<file path="config.mk">
export PLATFORM = sky130hd
export DESIGN_NAME = ssp_reg_unit
export DESIGN_NICKNAME = d
export VERILOG_FILES = /design/src/rtl/ssp_reg_unit.sv
export SDC_FILE = /design/constraint.sdc
export NUM_CORES = 1
export LEC_CHECK = 0
export ABC_AREA = 1
export BUFFER_PORTS_ARGS = -buffer_cell sky130_fd_sc_hd__buf_2
export CORE_ASPECT_RATIO = 0.9
export CORE_MARGIN = 1.5
export CORE_UTILIZATION = 50
export CTS_CLUSTER_DIAMETER = 50
export DETAILED_ROUTE_END_ITERATION = 6
export PLACE_DENSITY = 0.68
export SLEW_MARGIN = 10
export SYNTH_ARGS = -nofsm -noshare
export SYNTH_HDL_FRONTEND = slang
export SYNTH_SLANG_ARGS = --single-unit
</file>
<file path="constraint.sdc">
create_clock -name clk -period 3.3 [get_ports clk]
set_input_delay 0.165 -clock clk [delete_from_list [all_inputs] [get_ports clk]]
set_output_delay 0.165 -clock clk [all_outputs]
set_load 0.05 [all_outputs]
</file>
<file path="src/rtl/ssp_reg_unit.sv">
module ssp_reg_unit #(
  parameter int DW = 16,
  parameter int AW = 12,
  parameter int PW = 3
) (
  input  logic          clk,
  input  logic          rst_n,
  input  logic          bus_sel,
  input  logic          bus_wr,
  input  logic [AW-1:0] bus_addr,
  input  logic [DW-1:0] bus_wdata,
  output logic [DW-1:0] bus_rdata,
  output logic          irq,
  output logic          eng_en,
  output logic          eng_loop,
  output logic          eng_tx_valid,
  output logic [DW-1:0] eng_tx_data,
  input  logic          eng_tx_take,
  output logic          eng_rx_room,
  input  logic          eng_rx_put,
  input  logic [DW-1:0] eng_rx_data,
  input  logic          eng_overrun,
  input  logic          eng_timeout
);
  localparam int DEPTH = 1 << PW;
  localparam int CW    = PW + 1;
  localparam int WW    = AW - 2;
  localparam logic [WW-1:0] W_CR0 = WW'(0);
  localparam logic [WW-1:0] W_CR1 = WW'(1);
  localparam logic [WW-1:0] W_DAT = WW'(2);
  localparam logic [WW-1:0] W_STA = WW'(3);
  localparam logic [WW-1:0] W_PRE = WW'(4);
  localparam logic [WW-1:0] W_MSK = WW'(5);
  localparam logic [WW-1:0] W_RAW = WW'(6);
  localparam logic [WW-1:0] W_MIS = WW'(7);
  localparam logic [WW-1:0] W_CLR = WW'(8);
  localparam logic [CW-1:0] FULL  = CW'(DEPTH);
  localparam logic [CW-1:0] HALF  = CW'(DEPTH / 2);

  logic [15:0]   cr0;
  logic [3:0]    cr1;
  logic [7:0]    pre;
  logic [3:0]    msk;
  logic          ovr_q, tmo_q;
  logic [DW-1:0] txm [DEPTH];
  logic [DW-1:0] rxm [DEPTH];
  logic [PW-1:0] tx_wp, tx_rp, rx_wp, rx_rp;
  logic [CW-1:0] tx_cnt, rx_cnt;

  wire [WW-1:0] widx    = bus_addr[AW-1:2];
  wire          aligned = bus_addr[1:0] == 2'b00;
  wire          wr      = bus_sel && bus_wr && aligned;
  wire          rd      = bus_sel && !bus_wr && aligned;
  wire          is_id   = &widx[WW-1:3];

  wire [31:0]   m32   = (32'd2 << cr0[3:0]) - 32'd1;
  wire [DW-1:0] dmask = m32[DW-1:0];

  wire tx_push = wr && widx == W_DAT && tx_cnt != FULL;
  wire tx_pop  = eng_tx_take && tx_cnt != '0;
  wire rx_push = eng_rx_put && rx_cnt != FULL;
  wire rx_pop  = rd && widx == W_DAT && rx_cnt != '0;

  wire [4:0] sta = {tx_cnt != '0, rx_cnt == FULL, rx_cnt != '0, tx_cnt != FULL, tx_cnt == '0};
  wire [3:0] raw = {tx_cnt <= HALF, rx_cnt >= HALF, tmo_q, ovr_q};

  assign irq          = |(raw & msk);
  assign eng_en       = cr1[1];
  assign eng_loop     = cr1[0];
  assign eng_tx_valid = tx_cnt != '0;
  assign eng_tx_data  = txm[tx_rp];
  assign eng_rx_room  = rx_cnt != FULL;

  function automatic logic [7:0] id_byte(input logic [2:0] i);
    case (i)
      3'd0: id_byte = 8'h22;
      3'd1: id_byte = 8'h10;
      3'd2: id_byte = 8'h04;
      3'd3: id_byte = 8'h00;
      3'd4: id_byte = 8'h0D;
      3'd5: id_byte = 8'hF0;
      3'd6: id_byte = 8'h05;
      default: id_byte = 8'hB1;
    endcase
  endfunction

  always_comb begin
    bus_rdata = '0;
    if (rd) begin
      if (is_id) bus_rdata = DW'(id_byte(widx[2:0]));
      else begin
        case (widx)
          W_CR0: bus_rdata = DW'(cr0);
          W_CR1: bus_rdata = DW'(cr1);
          W_DAT: bus_rdata = (rx_cnt != '0) ? rxm[rx_rp] : '0;
          W_STA: bus_rdata = DW'(sta);
          W_PRE: bus_rdata = DW'(pre);
          W_MSK: bus_rdata = DW'(msk);
          W_RAW: bus_rdata = DW'(raw);
          W_MIS: bus_rdata = DW'(raw & msk);
          default: bus_rdata = '0;
        endcase
      end
    end
  end

  always_ff @(posedge clk) begin
    if (!rst_n) begin
      cr0 <= '0;
      cr1 <= '0;
      pre <= '0;
      msk <= '0;
    end else if (wr) begin
      case (widx)
        W_CR0: cr0 <= bus_wdata[15:0];
        W_CR1: cr1 <= bus_wdata[3:0];
        W_PRE: pre <= bus_wdata[7:0];
        W_MSK: msk <= bus_wdata[3:0];
        default: ;
      endcase
    end
  end

  wire clr_hit = wr && widx == W_CLR;

  always_ff @(posedge clk) begin
    if (!rst_n) begin
      ovr_q <= 1'b0;
      tmo_q <= 1'b0;
    end else begin
      ovr_q <= eng_overrun || (ovr_q && !(clr_hit && bus_wdata[0]));
      tmo_q <= eng_timeout || (tmo_q && !(clr_hit && bus_wdata[1]));
    end
  end

  always_ff @(posedge clk) begin
    if (tx_push) txm[tx_wp] <= bus_wdata & dmask;
    if (rx_push) rxm[rx_wp] <= eng_rx_data & dmask;
  end

  always_ff @(posedge clk) begin
    if (!rst_n) begin
      tx_wp  <= '0;
      tx_rp  <= '0;
      tx_cnt <= '0;
      rx_wp  <= '0;
      rx_rp  <= '0;
      rx_cnt <= '0;
    end else begin
      if (tx_push) tx_wp <= tx_wp + 1'b1;
      if (tx_pop)  tx_rp <= tx_rp + 1'b1;
      if (rx_push) rx_wp <= rx_wp + 1'b1;
      if (rx_pop)  rx_rp <= rx_rp + 1'b1;
      tx_cnt <= tx_cnt + CW'(tx_push) - CW'(tx_pop);
      rx_cnt <= rx_cnt + CW'(rx_push) - CW'(rx_pop);
    end
  end
endmodule

</file>
; Word-level counts from Yosys, hierarchy flattened
; Memory sizes are Yosys's and may differ from the RTL's. A register that Yosys moved wholly into a read port is not among the register bits.
; Index checks and enable logic that the tools add are counted.
[classes]
n_addsub = 9
multipliers = 0
div_mod_pow = 0
magnitude_cmp = 2
eq_ne = 17
n_shift = 1
muxes = 13
bitwise = 4
reduce_logical = 32
[ops]
columns = op, n
row1 = one-hot mux 16 bit (8 select lines), 1
row2 = one-hot mux 8 bit (7 select lines), 1
row3 = 2-to-1 mux 16 bit, 3
row4 = "equality test 10 x 3 -> 1 bit, second input constant", 4
row5 = AND 16 bit, 2
row6 = "equality test 10 x 2 -> 1 bit, second input constant", 2
row7 = "<< shifter 2 x 4 -> 16 bit, first input constant", 1
row8 = "subtractor 16 x 1 -> 16 bit, second input constant", 1
row9 = logical AND 1 bit, 15
row10 = "adder 3 x 1 -> 3 bit, second input constant", 4
row11 = 2-to-1 mux 3 bit, 4
row12 = "equality test 10 x 1 -> 1 bit, second input constant", 1
row13 = "equality test 10 x 4 -> 1 bit, second input constant", 1
row14 = zero test 10 bit, 1
row15 = "equality test 3 bit, second input constant", 3
row16 = adder 4 x 1 -> 4 bit, 2
row17 = AND 4 bit, 2
row18 = "!= test 4 bit, second input constant", 2
row19 = AND reduction 2 bit, 4
row20 = nonzero test 4 bit, 2
row21 = subtractor 4 x 1 -> 4 bit, 2
row22 = AND reduction 7 bit, 1
row23 = "equality test 3 x 2 -> 1 bit, second input constant", 2
row24 = "equality test 4 bit, second input constant", 1
row25 = 10 further kinds, 16
[word_totals]
register_bits = 54
latchBits = 0
mem_bits_rw = 256
rom_bits = 0
inputBits = 52
mem_count = 2
[mem_list]
columns = name, words, word_bits, rd, rd_ports_with_merged_regs, write_ports, line
row1 = rxm, 8, 16, 1, 1, 1, 46  ; logic [DW-1:0] rxm [DEPTH];
row2 = txm, 8, 16, 1, 1, 1, 45  ; logic [DW-1:0] txm [DEPTH];

; Depth between registers and ports, before layout
[depth]
ltp_word = 7
depth_mapped = 15
depth_no_buf = 15

; Worst setup path after synthesis
; Ideal clock, no wire load.
[synth_timing]
path_kind = input-to-reg
start = in bus_addr[1]
end = mem txm[1][0], enable pin
setup_ps = 409
arrival_time_ps = 2154
t_required_ps = 2891
setup_slack_ps = 737
stages = 7
n_path_buf = 0
cell_sequence = nor2_1 > nand3_1 > inv_1 > nand3_2 > inv_2 > nand2_2 > nor3_1
[synth_between]
elab_chain_len = 6
[synth_lines]
columns = item, line
row1 = from (decl), 10  ; input logic [AW-1:0] bus_addr,
row2 = zero test 2 bit, 51  ; wire aligned = bus_addr[1:0] == 2'b00;
row3 = logical AND 1 bit, 52  ; wire wr = bus_sel && bus_wr && aligned;
row4 = logical AND 1 bit (2 in a row), 59  ; wire tx_push = wr && widx == W_DAT && tx_cnt != FULL;
row5 = 2-to-1 mux 1 bit, 137  ; if (tx_push) txm[tx_wp] <= bus_wdata & dmask;
row6 = 2-to-1 mux 1 bit (not written as such), 137
row7 = to (decl), 45
; Every way passes these cells.

; Worst setup path in the final report
[layout_timing]
start = reg cr0[3]
end = mem txm[2][13], data pin
[layout_between]
elab_chain_len = 3
[layout_lines]
columns = item, line
row1 = from (decl), 40  ; logic [15:0] cr0;
row2 = from (signal assigned), 115  ; W_CR0: cr0 <= bus_wdata[15:0];
row3 = << shifter 2 x 4 -> 16 bit, 56  ; wire [31:0] m32 = (32'd2 << cr0[3:0]) - 32'd1;
row4 = subtractor 16 x 1 -> 16 bit, 56
row5 = AND 16 bit, 137
; Every way passes these cells.

==> impl_results.md <==
- Cell Chain, Critical Path: inv_1 -> nand2_1 -> inv_1 -> nand2_1 -> ha_1 -> nand2_1 -> nor2_1 -> inv_1 -> o21ai_0 -> o21ai_0 -> nor2_1
- Syn Nets: 1,404
- Design Power: 0.0102 W
- # setup viols final: 0
- Initial antenna violation count: 0
- Largest net degree at the start of global routing: 65
- Synth async-reset ratio: 0
- Synth area leaders: edfxtp_1 56%, dfxtp_1 8.7%, nor2_1 7.0%
- Clock buffer depth: 3
- Worst Setup Start Kind: register
- Vias in the first global route: 9,290
- Pins Over Slew Limit: 0
- DRT Pass-1 Iters: 6
- Non-filler instance count after layout: 1,825
- Hold Path Cell Cnt: 1
- I/O pin total: 89
- HP Class: in -> reg
- Drt wl/cell: 18.3 um
- Outcome: complete, no violations
- DRT iter0 DRCs: 1,033
- Setup slack, reg-to-reg: 350 ps
- Post-DR vias/cell: 5.45
- Most frequent cells in the layout: 256 x nor2_1, 256 x edfxtp_1, 178 x o21ai_0, 154 x nand2_1, 111 x inv_1
- Number of synthesized flops with an enable pin: 256
- Met1 Use GR: 0.369
- Core Area: 27,000 um^2
- Internal Power: 0.00731 W
- Busiest grt layer: met1
- Clock-pin slew on the worst setup and hold paths: 60 ps
- Reg2reg path depth: 11
- CTS resizes: 0
- Via count: 9,953
- H-Tree Depth: 2
- Met3 GRT Util: 0.0324
- Synthesized area: 13,700 um^2
- Sequential share of power: 0.437
- Top FF cell, synth: edfxtp_1
- Max-Cap Viols: 0
- Slew headroom: 0.326
- CTS buffer count: 36
- Inst Count DP: 1,743
- Total congestion overflow: 0
- Synth top area share: 0.559
- Avg Cell Area, Syn: 10.3 um^2
- Pleak: 6.22 nW
- PD cells: 640 nW/um^2
- HPWL after DPL: 20,700 um
- Clk_lat worst skew: 520 ps
- Die ar.: 28,500 um^2
- Tmin final: 2950 ps
- Setup Skew: 18.2 ps
- Total GRT Usage: 0.239
- Initial Util: 0.508
- Layout cell share with drive strength beyond 1: 0.150
- M2 GR Usage: 0.355
- Yosys reg bits: 316
- Global placer's final weighted congestion: 0.861
- Max stage delay on crit path: 680 ps
- Post-CTS setup buffer count: 0
- Fin nets: 1,517
- Port Buffer Count: 88
- Crit path capture type: register
- Crit path DAT: 3190 ps
- Clk pwr share: 0.387
- Root buffer cell: clkbuf_16
- N_diodes: 0
- Psw: 0.00293 W
- Warnings from Yosys: 0
- Hold_ws: 25.9 ps
- DRC viols: 0
- Hold_sp: bus_wdata[0]
- Setup TNS: 0 ps
- CTS sink cnt: 316
- WP data required: 3540 ps
- RSZ-0062 raised after global routing: false
- CTS tree: done
- Fillers: 2,303
- Rows: 57
- Comb pwr share: 0.177
- Hold buffer count at CTS: 18
- First-pass GRT wire length: 51,900 um
- Worst R2R Start: cr0[3]$_SDFFE_PN0P_
- Antenna Nets Post-Route: 0
- Crit path max fanout: 11
- Critical Path Start: cr0[3]$_SDFFE_PN0P_
- Kind of critical path: reg -> reg
- Max VDD drop: 0.388 mV
- WL final: 33,400 um
- Sw frac: 0.286
- Cell taking the most area after synthesis: edfxtp_1
- Slowest CP cell: dfxtp_1
- Final Hold Fails: 0
- Area grow syn2layout: 16.4%
- Die Width: 178 um
- Post-Synthesis Cells: 1,332
- Final worst-path cycle share: 0.895
- Post-synth cell types: 42
- Achievable Freq: 338 MHz
- Part of the Yosys area used for sequential elements: 0.647
- Die Ht: 160 um
- Slew @ Worst Pin: 1000 ps
[worst paths after layout]
check | endpoint
max | txm[2][13]$_DFFE_PP_
min | txm[7][0]$_DFFE_PP_
max reg2reg | txm[2][13]$_DFFE_PP_
min reg2reg | pre[5]$_SDFFE_PN0P_
[per-layer routing]
metal	part of all wire	vias up
li1	-	4829
met1	0.46	4702
met2	0.45	375
met3	0.071	47
met4	0.021	0
met5	0	-
[logic make-up after synthesis]
group                      Yosys count  share of synthesized area
adders and majority gates           20                     0.0193
DFF                                316                      0.647
xor gates and xnor gates             6                    0.00382
AOI/OAI and AO/OA                  309                      0.121
buffers and inverters              179                     0.0514
and+or+nand+nor                    502                      0.157
[layout make-up]
| cell class | instances | area (um^2) | area share |
|---|---|---|---|
| well taps | 354 | 443 | 0.0277 |
| inverters | 119 | 449 | 0.0281 |
| clock buffers | 49 | 1010 | 0.0632 |
| clock inverters | 15 | 175 | 0.0110 |
| multi-input cells | 837 | 4190 | 0.262 |
| flip-flops and latches | 316 | 8890 | 0.556 |
| repair buffers | 135 | 838 | 0.0524 |
[flip-flops by register name, summed over array words and instances, names as in the netlist, named ones only]
signal,count
tx_rp,3
tmo_q,1
tx_cnt,4
ovr_q,1
rx_rp,3
pre,8
cr0,16
cr1,4
msk,4
rx_wp,3
tx_wp,3
rx_cnt,4
txm,128
rxm,128
[worst max-delay path: cells and delay by family (launching register included)]
| family | cells | cell delay, ps |
|---|---|---|
| AOI/OAI and AO/OA | 2 | 200 |
| adders and majority gates | 1 | 290 |
| buffers and inverters | 3 | 410 |
| DFF | 1 | 680 |
| and+or+nand+nor | 5 | 1080 |
[through the flow]
stage          setup WS [ps]  instance area [um^2]   util
2_1_floorplan            737                 13700      -
6_report                 346                 16000  0.592
3_5_place_dp             445                 14600  0.541
3_3_place_gp             506                 14600  0.541
5_1_grt                 86.6                 16000  0.592
4_1_cts                  410                 16000  0.592
[cells in the mapped netlist, drive strengths merged, types with 2 or more instances]
cell type and number:
nand2 162, clkbuf 45, dfxtp 60, nand4 9
o21ai 181, buf 15, a21boi 2, ha 18
nor2 270, o22ai 41, a31oi 16, edfxtp 256
inv 119, fa 2, nand3 44, xor2 5
a21oi 62, a211oi 3, nor3 14, nor3b 2
[power by group through the flow]
stage / logic, W / clock network [W] / registers, W
after floorplan: 0.00133 / 0 / 0.00454
after global placement: 0.00177 / 0 / 0.00455
after detailed placement: 0.00179 / 0 / 0.00455
after CTS: 0.00182 / 0.00401 / 0.00447
after global routing: 0.00200 / 0.00415 / 0.00448
final: 0.00181 / 0.00396 / 0.00447
No activity file was read; power rests on OpenSTA's default activity.
